$ cat config.mk
export PLATFORM = sky130hd
export DESIGN_NAME = os_match_timer
export DESIGN_NICKNAME = d
export VERILOG_FILES = /design/src/rtl/os_match_timer.sv
export SDC_FILE = /design/constraint.sdc
export NUM_CORES = 1
export LEC_CHECK = 0
export BUFFER_PORTS_ARGS = -buffer_cell sky130_fd_sc_hd__buf_2
export CAP_MARGIN = 5
export CORE_AREA = 2 2 196 159
export CTS_CLUSTER_SIZE = 8
export DETAILED_ROUTE_END_ITERATION = 8
export DIE_AREA = 0 0 198 161
export GPL_TIMING_DRIVEN = 0
export MAX_ROUTING_LAYER = met4
export PLACE_DENSITY_LB_ADDON = 0.2
export SYNTH_ARGS = -nofsm -noshare
export SYNTH_HDL_FRONTEND = slang
export SYNTH_SLANG_ARGS = --single-unit
$ cat constraint.sdc
create_clock -name clk -period 6.38 [get_ports clk]
set_input_delay 0 -clock clk [delete_from_list [all_inputs] [get_ports clk]]
set_output_delay 0 -clock clk [all_outputs]
set_load 0.05 [all_outputs]
$ cat src/rtl/os_match_timer.sv
module os_match_timer #(
  parameter int DATA_W = 32,
  parameter int N_CH   = 4,
  parameter int IE_W   = 12,
  parameter int ADDR_W = 8,
  parameter int WD_CH  = 3
) (
  input  logic              clk,
  input  logic              rst,
  input  logic              tick,
  input  logic              wr_en,
  input  logic [ADDR_W-1:0] addr,
  input  logic [DATA_W-1:0] wdata,
  output logic [DATA_W-1:0] rdata,
  output logic [N_CH-1:0]   irq,
  output logic              reset_req
);
  localparam logic [ADDR_W-1:0] OFF_CNT = ADDR_W'(4 * N_CH);
  localparam logic [ADDR_W-1:0] OFF_STS = OFF_CNT + ADDR_W'(4);
  localparam logic [ADDR_W-1:0] OFF_WD  = OFF_CNT + ADDR_W'(8);
  localparam logic [ADDR_W-1:0] OFF_IE  = OFF_CNT + ADDR_W'(12);

  logic [DATA_W-1:0] count;
  logic [DATA_W-1:0] match_q [N_CH];
  logic [N_CH-1:0]   status, hit;
  logic [IE_W-1:0]   ie;
  logic [DATA_W-1:0] wd;

  wire              cnt_wr   = wr_en && addr == OFF_CNT;
  wire              sts_wr   = wr_en && addr == OFF_STS;
  wire [DATA_W-1:0] count_nx = count + 1'b1;
  wire              wd_fire  = hit[WD_CH] && wd[0];
  wire [N_CH-1:0]   sts_clr  = sts_wr ? (wdata[N_CH-1:0] & status) : '0;

  assign irq = status;

  for (genvar g = 0; g < N_CH; g++) begin : g_ch
    assign hit[g] = tick && !cnt_wr && count_nx == match_q[g];
    always_ff @(posedge clk) begin
      if (rst) match_q[g] <= '0;
      else if (wr_en && addr == ADDR_W'(4 * g)) match_q[g] <= wdata;
    end
  end

  always_ff @(posedge clk) begin
    if (rst) begin
      count     <= '0;
      status    <= '0;
      ie        <= '0;
      wd        <= '0;
      reset_req <= 1'b0;
    end else begin
      if (cnt_wr) count <= wdata;
      else if (tick) count <= count_nx;
      status <= (status & ~sts_clr) | (hit & ie[N_CH-1:0]);
      if (wr_en && addr == OFF_IE) ie <= wdata[IE_W-1:0];
      if (wd_fire) wd <= '0;
      else if (wr_en && addr == OFF_WD) wd <= wdata;
      reset_req <= wd_fire;
    end
  end

  always_comb begin
    rdata = '0;
    for (int i = 0; i < N_CH; i++)
      if (addr == ADDR_W'(4 * i)) rdata = match_q[i];
    case (addr)
      OFF_CNT: rdata = count;
      OFF_STS: rdata = DATA_W'(status);
      OFF_WD:  rdata = wd;
      OFF_IE:  rdata = DATA_W'(ie);
      default: ;
    endcase
  end

  assert_step_R2: assert property (@(posedge clk) disable iff (rst)
    (tick && !cnt_wr) |=> count == $past(count) + 1'b1);
  assert_hold_R2: assert property (@(posedge clk) disable iff (rst)
    (!tick && !cnt_wr) |=> $stable(count));
  assert_gate_R5: assert property (@(posedge clk) disable iff (rst)
    ((status & ~$past(status) & ~$past(ie[N_CH-1:0])) == '0));
  assert_w1c_R7: assert property (@(posedge clk) disable iff (rst)
    ((~status & $past(status)) != '0) |-> $past(sts_wr));
  assert_pulse_R9: assert property (@(posedge clk) disable iff (rst)
    reset_req |=> !reset_req);
  assert_disarm_R9: assert property (@(posedge clk) disable iff (rst)
    reset_req |-> wd == '0);
endmodule

# Word level (Yosys, flattened, before mapping)
# Memories as Yosys holds them, arrays and structs flattened.
# Cells that the tools add are included.
[classes]
add_sub_neg = 1
n_eq_ne = 11
mux = 26
bitwise_logic = 9
reduce_logical = 18
[op_table]
columns = ["op", "n"]
rows = [
  ["$mux 32", 10],
  ["$eq 32x32->1", 4],
  ["$pmux 32 s4", 1],
  ["$add 32x1->32 const B", 1],
  ["$eq 8x5->1 const B", 4],
  ["$eq 8x4->1 const B", 2],
  ["$logic_and 1x1->1", 14],
  ["$mux 1", 14],
  ["$and 4x4->4", 3],
  ["$eq 8x3->1 const B", 1],
  ["$logic_not 8->1", 1],
  ["$mux 4", 1],
  ["$not 4->4", 1],
  ["$or 1x1->1", 4],
  ["$or 4x4->4", 1],
  ["$reduce_bool 2->1", 1],
  ["$reduce_or 2->1", 1],
  ["$logic_not 1->1", 1],
]
[totals]
register_bits = 81
ram_bits = 128
wordCells = 71
memories = 1
[memory_table]
columns = ["name", "words", "width", "rd", "rd_ports_with_merged_regs", "write_ports", "line", "text"]
rows = [
  ["match_q", 4, 32, 4, 0, 4, "24", "logic [DATA_W-1:0] match_q [N_CH];"],
]

# Longest topological paths before layout
# Gate-level depths: netlist (run 1).
[depth]
ltp_word = 7
ltp_mapped = 12

# Worst setup path after synthesis (run 1)
# Ideal clock, no wire load.
[synth_timing]
path_kind = "reg-to-reg"
start = "register count[1]"
end = "register wd[10]"
setup_time_ns = 0.141
t_arrival_ns = 3.153
path_slack_ns = 3.086
stages_incl_launch_ff = 12
path_buffers = 2
cell_sequence = "dfxtp_1 -> ha_1 -> buf_2 -> nand3_1 -> nor4_4 -> nor2_1 -> or4_1 -> nor4_1 -> nand4_1 -> nor4_4 -> buf_6 -> nor3_2"
[synth_via]
elab_chain_len = 5
[synth_lines]
columns = ["element", "line", "text"]
rows = [
  ["start: declaration", "23", "logic [DATA_W-1:0] count;"],
  ["start signal: assignment", "53", "if (cnt_wr) count <= wdata;"],
  ["start signal: assignment", "54", "else if (tick) count <= count_nx;"],
  ["$add 32x1->32", "31", "wire [DATA_W-1:0] count_nx = count + 1'b1;"],
  ["$eq 32x32->1", "38", "assign hit[g] = tick && !cnt_wr && count_nx == match_q[g];"],
  ["$logic_and 1x1->1", "38", ""],
  ["$logic_and 1x1->1", "32", "wire wd_fire = hit[WD_CH] && wd[0];"],
  ["$reduce_or 2->1 (no source line)", "--", ""],
  ["end signal: assignment", "58", "else if (wr_en && addr == OFF_WD) wd <= wdata;"],
  ["end: declaration", "27", "logic [DATA_W-1:0] wd;"],
]
# Every way passes these cells.
# A chain may end at the register's enable or synchronous reset.

# Worst setup path after layout (run 1)
[layout_timing]
start = "register count[1]"
end = "register wd[24]"
# The elaborated chain is that of the path after synthesis.

==> metrics.yaml, run 1 <==
status:
  status: "completed"
placed_design:
  dpl.hpwl_um: 45500
  place.gp.congestion: 1.04
  place_area_um2: 14300
  io_buffers: 77
  place_ws_ps: 1480
synthesis:
  syn_inst: 1404
  yosysTopAreaCellShare_pct: 28.9
  synth_area_leader_cell: "edfxtp_1"
  yosysMostFrequentCell: "and2_1"
  async_reset_ff_share_pct: 0
  yosysUniqueCellTypes: 74
  synth.net_count: 1449
  yosys_warnings: 0
  synth-edff-count: 128
  avgSynthCellArea_um2: 9.48
  synth_common_cells: "and2_1, edfxtp_1, nand2_1"
  synth-main-ff-cell: "edfxtp_1"
  seq_area_frac_synth_pct: 41.0
  synth.area.top_cells: "edfxtp_1, dfxtp_1, xnor2_1"
  synth_area_um2: 13300
  ys_seq_elements: 209
layout:
  nets: 1596
  fin_util_pct: 51.8
  design_area_um2: 15600
  fill_cells: 2809
  syn_to_final_growth_pct: 16.8
  drive_above_1_share_pct: 11.8
  antennaDiodeCount: 0
floorplan:
  die_y_um: 161
  dieArea_um2: 31900
  dieWidth_um: 198
  start_util_pct: 44.3
  coreArea_um2: 30000
  rows: 57
  ioPinCount: 81
timing:
  setup_ws_ps: 1210
  finalSetupViolCount: 0
  finClkSkew_ps: 20.4
  slew_headroom_pct: 18.2
  tightest_slew_ps: 1220
  hold_violations: 0
  max_freq_mhz: 194
  tns_ps: 0
  fin_crit_sh_pct: 81.0
  rsz0062_at_grt: "no"
  finalMaxSlewViolations: 0
  finalCriticalPeriod_ps: 5170
critical_path:
  critPathCaptureType: "flip-flop"
  cp.depth: 12
  cp_max_fo: 10
  rr_startpoint: "count[1]"
  path_delay_family: "simple AND/OR/NAND/NOR gates"
  required_ps: 6830
  worstSetupPathType: "reg -> reg"
  cp_slowest_cell: "nor2_1"
  path_common_cell: "buf_2"
  crit_end: "wd[24]"
  r2r_end: "wd[24]"
  start_kind: "flip-flop"
  cp-startpoint: "count[1]"
  ff2ff_path_depth: 12
  max_stage_delay_ps: 770
  critPathBufInv: 3
  cp.arrival_ps: 5620
  regToRegSetupSlack_ps: 1210
  cp_cell_sequence: "ha_1 > buf_2 > nand3_1 > buf_2 > nor2_1 > nand2_1 > a22o_1 > nor4b_1 > nand4_1 > nor4_4 > buf_6 > nor3_2"
power:
  p_leak_nw: 5.38
  max-vdd-ir-drop_mv: 0.223
  p_per_area_nw_per_um2: 215
  power.total_mw: 3.34
grt:
  gr-total-overflow: 0
  gr-usage-met3_pct: 11.9
  grt_use_met1_pct: 56.6
  track_usage_pct: 38.2
  grt_use_met2_pct: 50.6
  antenna_found_initial: 0
  grt_pass1_vias: 11600
  grt_start_max_net_pins: 33
  busiest_layer: "met1"
  grt_pass1_wl_um: 83900
drt:
  drtPass1Iterations: 9
  wl_um: 59300
  detail_route.wl_per_cell_um: 29.9
  vias_per_cell: 6.37
  first_iter_violations: 2003
  ant_nets: 0
  route.detailed.drc: 0
  vias: 12651
cts:
  cts_resized: 0
  clock_sinks: 209
  cts_tree: "done"
  clock_latency_ps: 610
  clk_pin_slew_worst_paths_ps: 60
  htreeDepth: 1
  cts-root-buf: "clkbuf_16"
  cts_buffer_depth: 3
  cts_made_buffers: 30
worst_hold_path:
  hold_path_class: "in -> reg"
run:
  maxCapViolations: 0
==> final cells by class <==
type / instances / area (um^2) / area share (%)
Sequential cell: 209 / 5470 / 35.1
Tap cell: 413 / 517 / 3.32
Multi-Input combinational cell: 1059 / 7320 / 47.0
Inverter: 15 / 56.3 / 0.362
Clock buffer: 52 / 843 / 5.42
Buffer: 121 / 509 / 3.27
Timing Repair Buffer: 115 / 808 / 5.20
Clock inverter: 2 / 37.5 / 0.241
==> cells in the final DEF (no fill, tap or decap), types with 54 or more instances in the layout <==
master / synthesis / final
and2_1: 132 / 132
xnor2_1: 95 / 95
nand3_1: 63 / 63
nor2_1: 65 / 65
mux2i_1: 54 / 54
dfxtp_1: 81 / 81
edfxtp_1: 128 / 128
nand2_1: 102 / 102
buf_2: 7 / 84
clkbuf_1: 97 / 118
xor2_1: 79 / 79
==> through the flow <==
step                      std cells  hold WS (ps)
after floorplan                1404           136
after global placement         1894           331
after detailed placement       1898           348
after CTS                      1986          33.1
after global routing           1986           123
final                          1986          64.5
==> timing repair <==
| action | 4_1_cts | 5_1_grt |
|---|---|---|
| hold buffers | 34 | 0 |
| setup buffers | 0 | 0 |
| hold endpoints to repair | 208 | 0 |
==> sequential cells by signal, indices dropped and copies added (netlist names) <==
register,count
count,32
ie,12
irq,4
match_q,128
reset_req,1
wd,32
==> worst min path at each step <==
| stage | from | endpoint | slack (ps) | depth (start not counted) |
|---|---|---|---|---|
| final | wr_en | irq[0] | 60 | 5 |
| after global routing | wr_en | irq[0] | 120 | 5 |
| after CTS | wr_en | irq[2] | 30 | 5 |
| after detailed placement | wdata[1] | ie[1] | 350 | 3 |
| after global placement | wdata[0] | ie[0] | 330 | 3 |
| after floorplan | wdata[10] | ie[10] | 140 | 2 |
==> kinds of logic (layout without fill, tap and decap cells) <==
logic type | Yosys count | after routing | synth area share (%)
XOR/XNOR | 175 | 175 | 11.6
multiplexers | 60 | 60 | 4.57
flip-flops | 209 | 209 | 41.0
adder cells (fa/ha/maj) | 1 | 1 | 0.0940
AO/OA/AOI/OAI | 262 | 262 | 14.2
buffers and inverters | 136 | 305 | 4.25
AND/OR/NAND/NOR | 561 | 561 | 24.2
==> where the power goes <==
group | total, mW | internal (mW) | switching (mW)
Combinational | 0.265 | 0.0929 | 0.172
Sequential | 1.54 | 1.48 | 0.0640
Clock | 1.53 | 0.887 | 0.648
Total | 3.34 | 2.46 | 0.883
==> per-layer routing <==
layer / up-vias / part of all wire, %
li1: 5492 / -
met1: 6216 / 44
met2: 831 / 39
met3: 112 / 14
met4: 0 / 2.5
met5: - / 0
==> worst min-delay path: stages <==
cell and delay (ps):
buf_2 130, clkbuf_1 220, nand3_1 140, nand3b_1 70
o21ai_0 70
(Power assumes the default switching activity.)
==> inputs of run 2 (changes only) <==
- ABC_AREA: default -> 1
- CORE_AREA: 2 2 196 159 -> 2 2 188 153
- DIE_AREA: 0 0 198 161 -> 0 0 190 155
- clock period: 6.38 -> 4.45 ns (I/O delays scaled with it)
==> metrics.yaml, run 2 <==
drt:
  drtPass1Iterations: 6  # -3
  ant_nets: 0  # unchanged
  vias: 12831  # +1.4%
  detail_route.wl_per_cell_um: 22.2  # -26%
  route.detailed.drc: 0  # unchanged
  wl_um: 49600  # -16%
  first_iter_violations: 2006  # +0.15%
  vias_per_cell: 5.75  # -9.7%
power:
  p_leak_nw: 6.22  # +16%
  power.total_mw: 4.67  # +40%
  max-vdd-ir-drop_mv: 0.300  # +34%
  p_per_area_nw_per_um2: 322  # +50%
placed_design:
  dpl.hpwl_um: 35700  # -22%
  io_buffers: 78  # +1.3%
  place.gp.congestion: 1.02  # -1.6%
  dp_cells: 2139  # +13%
critical_path:
  start_kind: "flip-flop"
  required_ps: 4910  # -1920 ps
  critPathCaptureType: "flip-flop"
  cp.arrival_ps: 3860  # -1760 ps
  r2r_end: "wd[0]"
  worstSetupPathType: "reg -> reg"
  cp_max_fo: 10  # unchanged
  rr_startpoint: "count[1]"
  regToRegSetupSlack_ps: 1050  # -160 ps
  ff2ff_path_depth: 17  # +5
layout:
  reg_top3: "match_q x128, count x32, wd x32"
  drive_above_1_share_pct: 9.95  # -1.9 points
  final_common_cell: "nand2_1"
  largest_reg_flops: 128  # unchanged
  layout_common_cells: "nand2_1, nor2_1, inv_1"
  stdcell_count: 2230  # +12%
  fin_util_pct: 52.3  # +0.49 points
  nets: 1883  # +18%
  syn_to_final_growth_pct: 18.0
  regMostFlops: "match_q"
  antennaDiodeCount: 0  # unchanged
worst_hold_path:
  hold_end: "count[5]"
  hold_path_class: "in -> reg"
  hold_start: "rst"
  whs_path_depth: 2  # -3
floorplan:
  ioPinCount: 81  # unchanged
  dieArea_um2: 29500  # -7.6%
  start_util_pct: 44.3  # -0.048 points
  rows: 55  # -3.5%
  coreArea_um2: 27700  # -7.6%
  dieWidth_um: 190  # -4.0%
  die_y_um: 155  # -3.7%
grt:
  track_usage_pct: 34.3  # -3.9 points
  grt_start_max_net_pins: 20  # -39%
  grt_pass1_vias: 11319  # -2.4%
  grt_pass1_wl_um: 71700  # -15%
  antenna_found_initial: 0  # unchanged
  gr-total-overflow: 0  # unchanged
timing:
  slew_headroom_pct: 15.1  # -3.1 points
  max_freq_mhz: 294  # +52%
  rsz0062_at_grt: "no"
  hold_violations: 0  # unchanged
  finClkSkew_ps: 19.4  # -1.04 ps
  fin_crit_sh_pct: 76.4  # -4.6 points
  finalCriticalPeriod_ps: 3400  # -1770 ps
  finalSetupViolCount: 0  # unchanged
  tns_ps: 0  # unchanged
  hold_ws_ps: 40.4  # -24.1 ps
  tightest_slew_ps: 1270  # +50.6 ps
  finalMaxSlewViolations: 0  # unchanged
synthesis:
  synth_area_leader_cell: "edfxtp_1"
  yosysUniqueCellTypes: 43  # -42%
  synth_common_cells: "nand2_1, nor2_1, inv_1"
  async_reset_ff_share_pct: 0  # unchanged
  synth.area.top_cells: "edfxtp_1, nand2_1, dfxtp_1"
  seq_area_frac_synth_pct: 44.5  # +3.4 points
  synth-main-ff-cell: "edfxtp_1"
  ys_seq_elements: 209  # unchanged
  avgSynthCellArea_um2: 7.28  # -23%
  yosys_warnings: 0  # unchanged
  syn_inst: 1687  # +20%
  yosysMostFrequentCell: "nand2_1"
  synth-edff-count: 128  # unchanged
  synth.net_count: 1732  # +20%
  synth_area_um2: 12300  # -7.7%
  yosysTopAreaCellShare_pct: 31.3  # +2.4 points
cts:
  cts_made_buffers: 30  # unchanged
  cts-root-buf: "clkbuf_16"
  ctsHoldBuffers: 37  # +8.8%
  clk_pin_slew_worst_paths_ps: 60  # about the same
  cts_buffer_depth: 3  # unchanged
  clock_sinks: 209  # unchanged
  cts_setup_buffers: 0  # unchanged
  cts_resized: 0  # unchanged
  cts_tree: "done"
  htreeDepth: 1  # unchanged
  clock_latency_ps: 590  # -20 ps
run:
  maxCapViolations: 0  # unchanged
status:
  status: "completed"
-- run 2: changes by cell type after synthesis, moves of 52 or more --
cell	change
nand2_1	+347
nor2_1	+250
inv_1	+187
and2_1	-130
xnor2_1	-89
a21oi_1	+54
mux2i_1	-54
clkbuf_1	-52
-- run 2: cell families (layout without fill, tap and decap cells) --
logic type,Yosys count,after routing,share of synthesized area (%)
compound gates,246,246,12.3
xor+xnor,42,42,2.99
fa+ha+maj,1,1,0.102
buf+inv,261,434,8.33
flops,209,209,44.5
simple gates,928,928,31.8
-- run 2: worst max-delay path by stage --
stage / start / to
after global placement: addr[0] / match_q[2][17]
after detailed placement: addr[0] / match_q[2][19]
after floorplan: addr[0] / match_q[2][0]
after global routing: count[1] / wd[0]
after CTS: count[1] / wd[0]
final: count[1] / wd[0]
-- run 2: where the power goes --
group          switching, mW  internal [mW]  total (mW)  leakage, nW
clock network          0.923           1.25        2.18        0.407
registers             0.0454           2.12        2.16         1.87
logic                  0.229          0.105       0.334         3.94
total                   1.20           3.48        4.67         6.22
-- run 2: layer usage --
layer  vias up  GRT usage [%]  part of all wire (%)  wire, um
li1       5835              -                     -         -
met3       128           5.82                    12      6160
met2       880           48.2                    41     20200
met5         -              -                     0         0
met4         0           10.9                   3.7      1820
met1      5988           50.1                    43     21400
-- run 2: metrics by stage --
stage | setup WS (ps) | area, um^2
6_report | 1050 | 14500
5_1_grt | 945 | 14500
4_1_cts | 1190 | 14500
3_5_place_dp | 1020 | 13300
3_3_place_gp | -3320 | 13100
2_1_floorplan | 834 | 12300
-- run 2: cell type report --
| cell class | instances | area (um^2) |
|---|---|---|
| fill | 2720 | 13200 |
| multi-input combinational | 1217 | 5840 |
| sequential | 209 | 5470 |
| timing repair buffer | 119 | 848 |
| clock buffer | 52 | 833 |
| inverter | 208 | 781 |
| tap | 370 | 463 |
| buffer | 53 | 243 |
| clock inverter | 2 | 25.0 |
-- run 2: critical path, stage by stage, from the launching register on --
cell and delay (ps):
dfxtp_1 470, ha_1 310, nand2_2 140, nor2_8 220, nand3_2 190, inv_1 280
nand2_1 140, nand2_2 140, nand2_1 70, nand2_1 60, nand3_1 80, nor2_1 270
nand2_1 150, nor2_2 170, nand4_2 130, nand2_4 180, buf_6 210, nor2_1 50
==> inputs of run 3 (changes only) <==
- clock period: 4.45 -> 3.34 ns (I/O delays scaled with it)
==> metrics.yaml, run 3 (same netlist as run 2, synthesis figures left out) <==
grt:
  grt_start_max_net_pins: 20  # unchanged
  track_usage_pct: 34.7  # +0.42 points
  gr-total-overflow: 0  # unchanged
  grt_pass1_vias: 11411  # +0.81%
  grt_pass1_wl_um: 72200  # +0.64%
  antenna_found_initial: 0  # unchanged
timing:
  max_freq_mhz: 318
  finalCriticalPeriod_ps: 3140
  rsz0062_at_grt: "no"
  hold_ws_ps: 49.6  # +9.24 ps
  fin_crit_sh_pct: 94.1
  hold_violations: 0  # unchanged
  finalSetupViolCount: 0  # unchanged
  finalMaxSlewViolations: 0  # unchanged
  finClkSkew_ps: 32.4  # +13.0 ps
  tns_ps: 0  # unchanged
  tightest_slew_ps: 1280  # +17.3 ps
  slew_headroom_pct: 14.0  # -1.2 points
critical_path:
  cp.arrival_ps: 3140  # -720 ps
  regToRegSetupSlack_ps: 200  # -850 ps
  r2r_end: "wd[3]"
  critPathBufInv: 5  # +3
  path_delay_family: "simple AND/OR/NAND/NOR gates"
  ff2ff_path_depth: 14  # -3
  cp-startpoint: "addr[0]"
  max_stage_delay_ps: 960  # +490 ps
  crit_end: "rdata[30]"
  rr_startpoint: "count[13]"
  path_common_cell: "inv_1"
  cp_slowest_cell: "nor3_2"
  required_ps: 3340  # -1570 ps
  cp_max_fo: 10  # unchanged
  critPathCaptureType: "output port"
  start_kind: "input pin"
  cp_cell_sequence: "buf_2 > inv_1 > nand2_1 > nor2_1 > inv_1 > nor3_2 > inv_1 > o221ai_1 > o21ai_0 > nand2_1 > o2111ai_1 > o211ai_1 > buf_2"
  cp.depth: 13  # -4
  worstSetupPathType: "in -> out"
drt:
  ant_nets: 0  # unchanged
  vias_per_cell: 5.69  # -1.2%
  route.detailed.drc: 0  # unchanged
  vias: 12679  # -1.2%
  first_iter_violations: 1724  # -14%
  wl_um: 50200  # +1.2%
  drtPass1Iterations: 6  # unchanged
  detail_route.wl_per_cell_um: 22.5  # +1.2%
floorplan:
  dieArea_um2: 29500  # unchanged
  dieWidth_um: 190  # unchanged
  coreArea_um2: 27700  # unchanged
  ioPinCount: 81  # unchanged
  die_y_um: 155  # unchanged
  start_util_pct: 44.3  # unchanged
  rows: 55  # unchanged
placed_design:
  dpl.hpwl_um: 36400  # +2.0%
  dp_cells: 2141  # +0.094%
  place_area_um2: 13300  # +0.47%
  place.gp.congestion: 0.987  # -3.6%
  io_buffers: 78  # unchanged
power:
  p_leak_nw: 6.22  # about the same
  max-vdd-ir-drop_mv: 0.431  # +44%
  p_per_area_nw_per_um2: 428  # +33%
cts:
  cts_tree: "done"
  cts_setup_buffers: 0  # unchanged
  cts-root-buf: "clkbuf_16"
  cts_made_buffers: 30  # unchanged
  clock_sinks: 209  # unchanged
  clock_latency_ps: 590  # about the same
  cts_buffer_depth: 3  # unchanged
  htreeDepth: 1  # unchanged
  clk_pin_slew_worst_paths_ps: 60  # about the same
layout:
  largest_reg_flops: 128  # unchanged
  regMostFlops: "match_q"
  design_area_um2: 14600  # +0.36%
  nets: 1883  # unchanged
  drive_above_1_share_pct: 10.3  # +0.32 points
  reg_top3: "match_q x128, count x32, wd x32"
  fin_util_pct: 52.5  # +0.19 points
  layout_common_cells: "nand2_1, nor2_1, inv_1"
  final_common_cell: "nand2_1"
  syn_to_final_growth_pct: 18.5
  antennaDiodeCount: 0  # unchanged
  stdcell_count: 2230  # unchanged
worst_hold_path:
  hold_path_class: "in -> reg"
status:
  status: "completed"
run:
  maxCapViolations: 0  # unchanged
## run 3: layout make-up
class	instances	area, um^2
inverters	208	785
plain buffers	53	243
fillers	2760	13200
repair buffers	119	891
well taps	370	463
clock inverters	2	25.0
multi-input cells	1217	5850
flip-flops and latches	209	5470
clock buffers	52	833
## run 3: layer usage
layer	GRT usage, %	vias to the layer above	wire (um)
met5	-	-	0
li1	-	5826	-
met4	10.9	0	1680
met1	49.1	5955	21800
met3	9.99	113	6430
met2	47.6	785	20200
## run 3: repair_timing
item | CTS | global route
setup endpoints to repair | 0 | 30
endpoints found under the hold margin | 206 | 0
hold buffers | 35 | 0
gates resized for setup | 0 | 4
## run 3: power breakdown
group          internal (mW)  total [mW]  leakage [nW]  switching, mW
Sequential              2.82        2.88          1.87         0.0610
Clock                   1.67        2.89         0.407           1.22
Combinational          0.148       0.455          3.95          0.307
## run 3: worst min-delay path, stage by stage
cell and delay, ps:
buf_2 100, nor4_1 50, nand3_1 240, nor2_1 70
## run 3: stage by stage
step | setup slack [ps] | power, mW
finish | 198 | 6.23
CTS | 44.7 | 6.23
floorplan | 590 | 3.14
detailed placement | -97.9 | 3.34
global placement | -2520 | 3.32
global route | 27.6 | 6.39
## run 3: worst min-delay path by stage
stage	startpoint	to	slack (ps)	cells past startpoint
5_1_grt	rst	count[15]	10	2
2_1_floorplan	wdata[10]	ie[10]	150	2
4_1_cts	rst	count[15]	1	2
3_5_place_dp	wdata[4]	ie[4]	300	3
6_report	addr[3]	match_q[1][31]	50	4
3_3_place_gp	wdata[4]	ie[4]	290	3
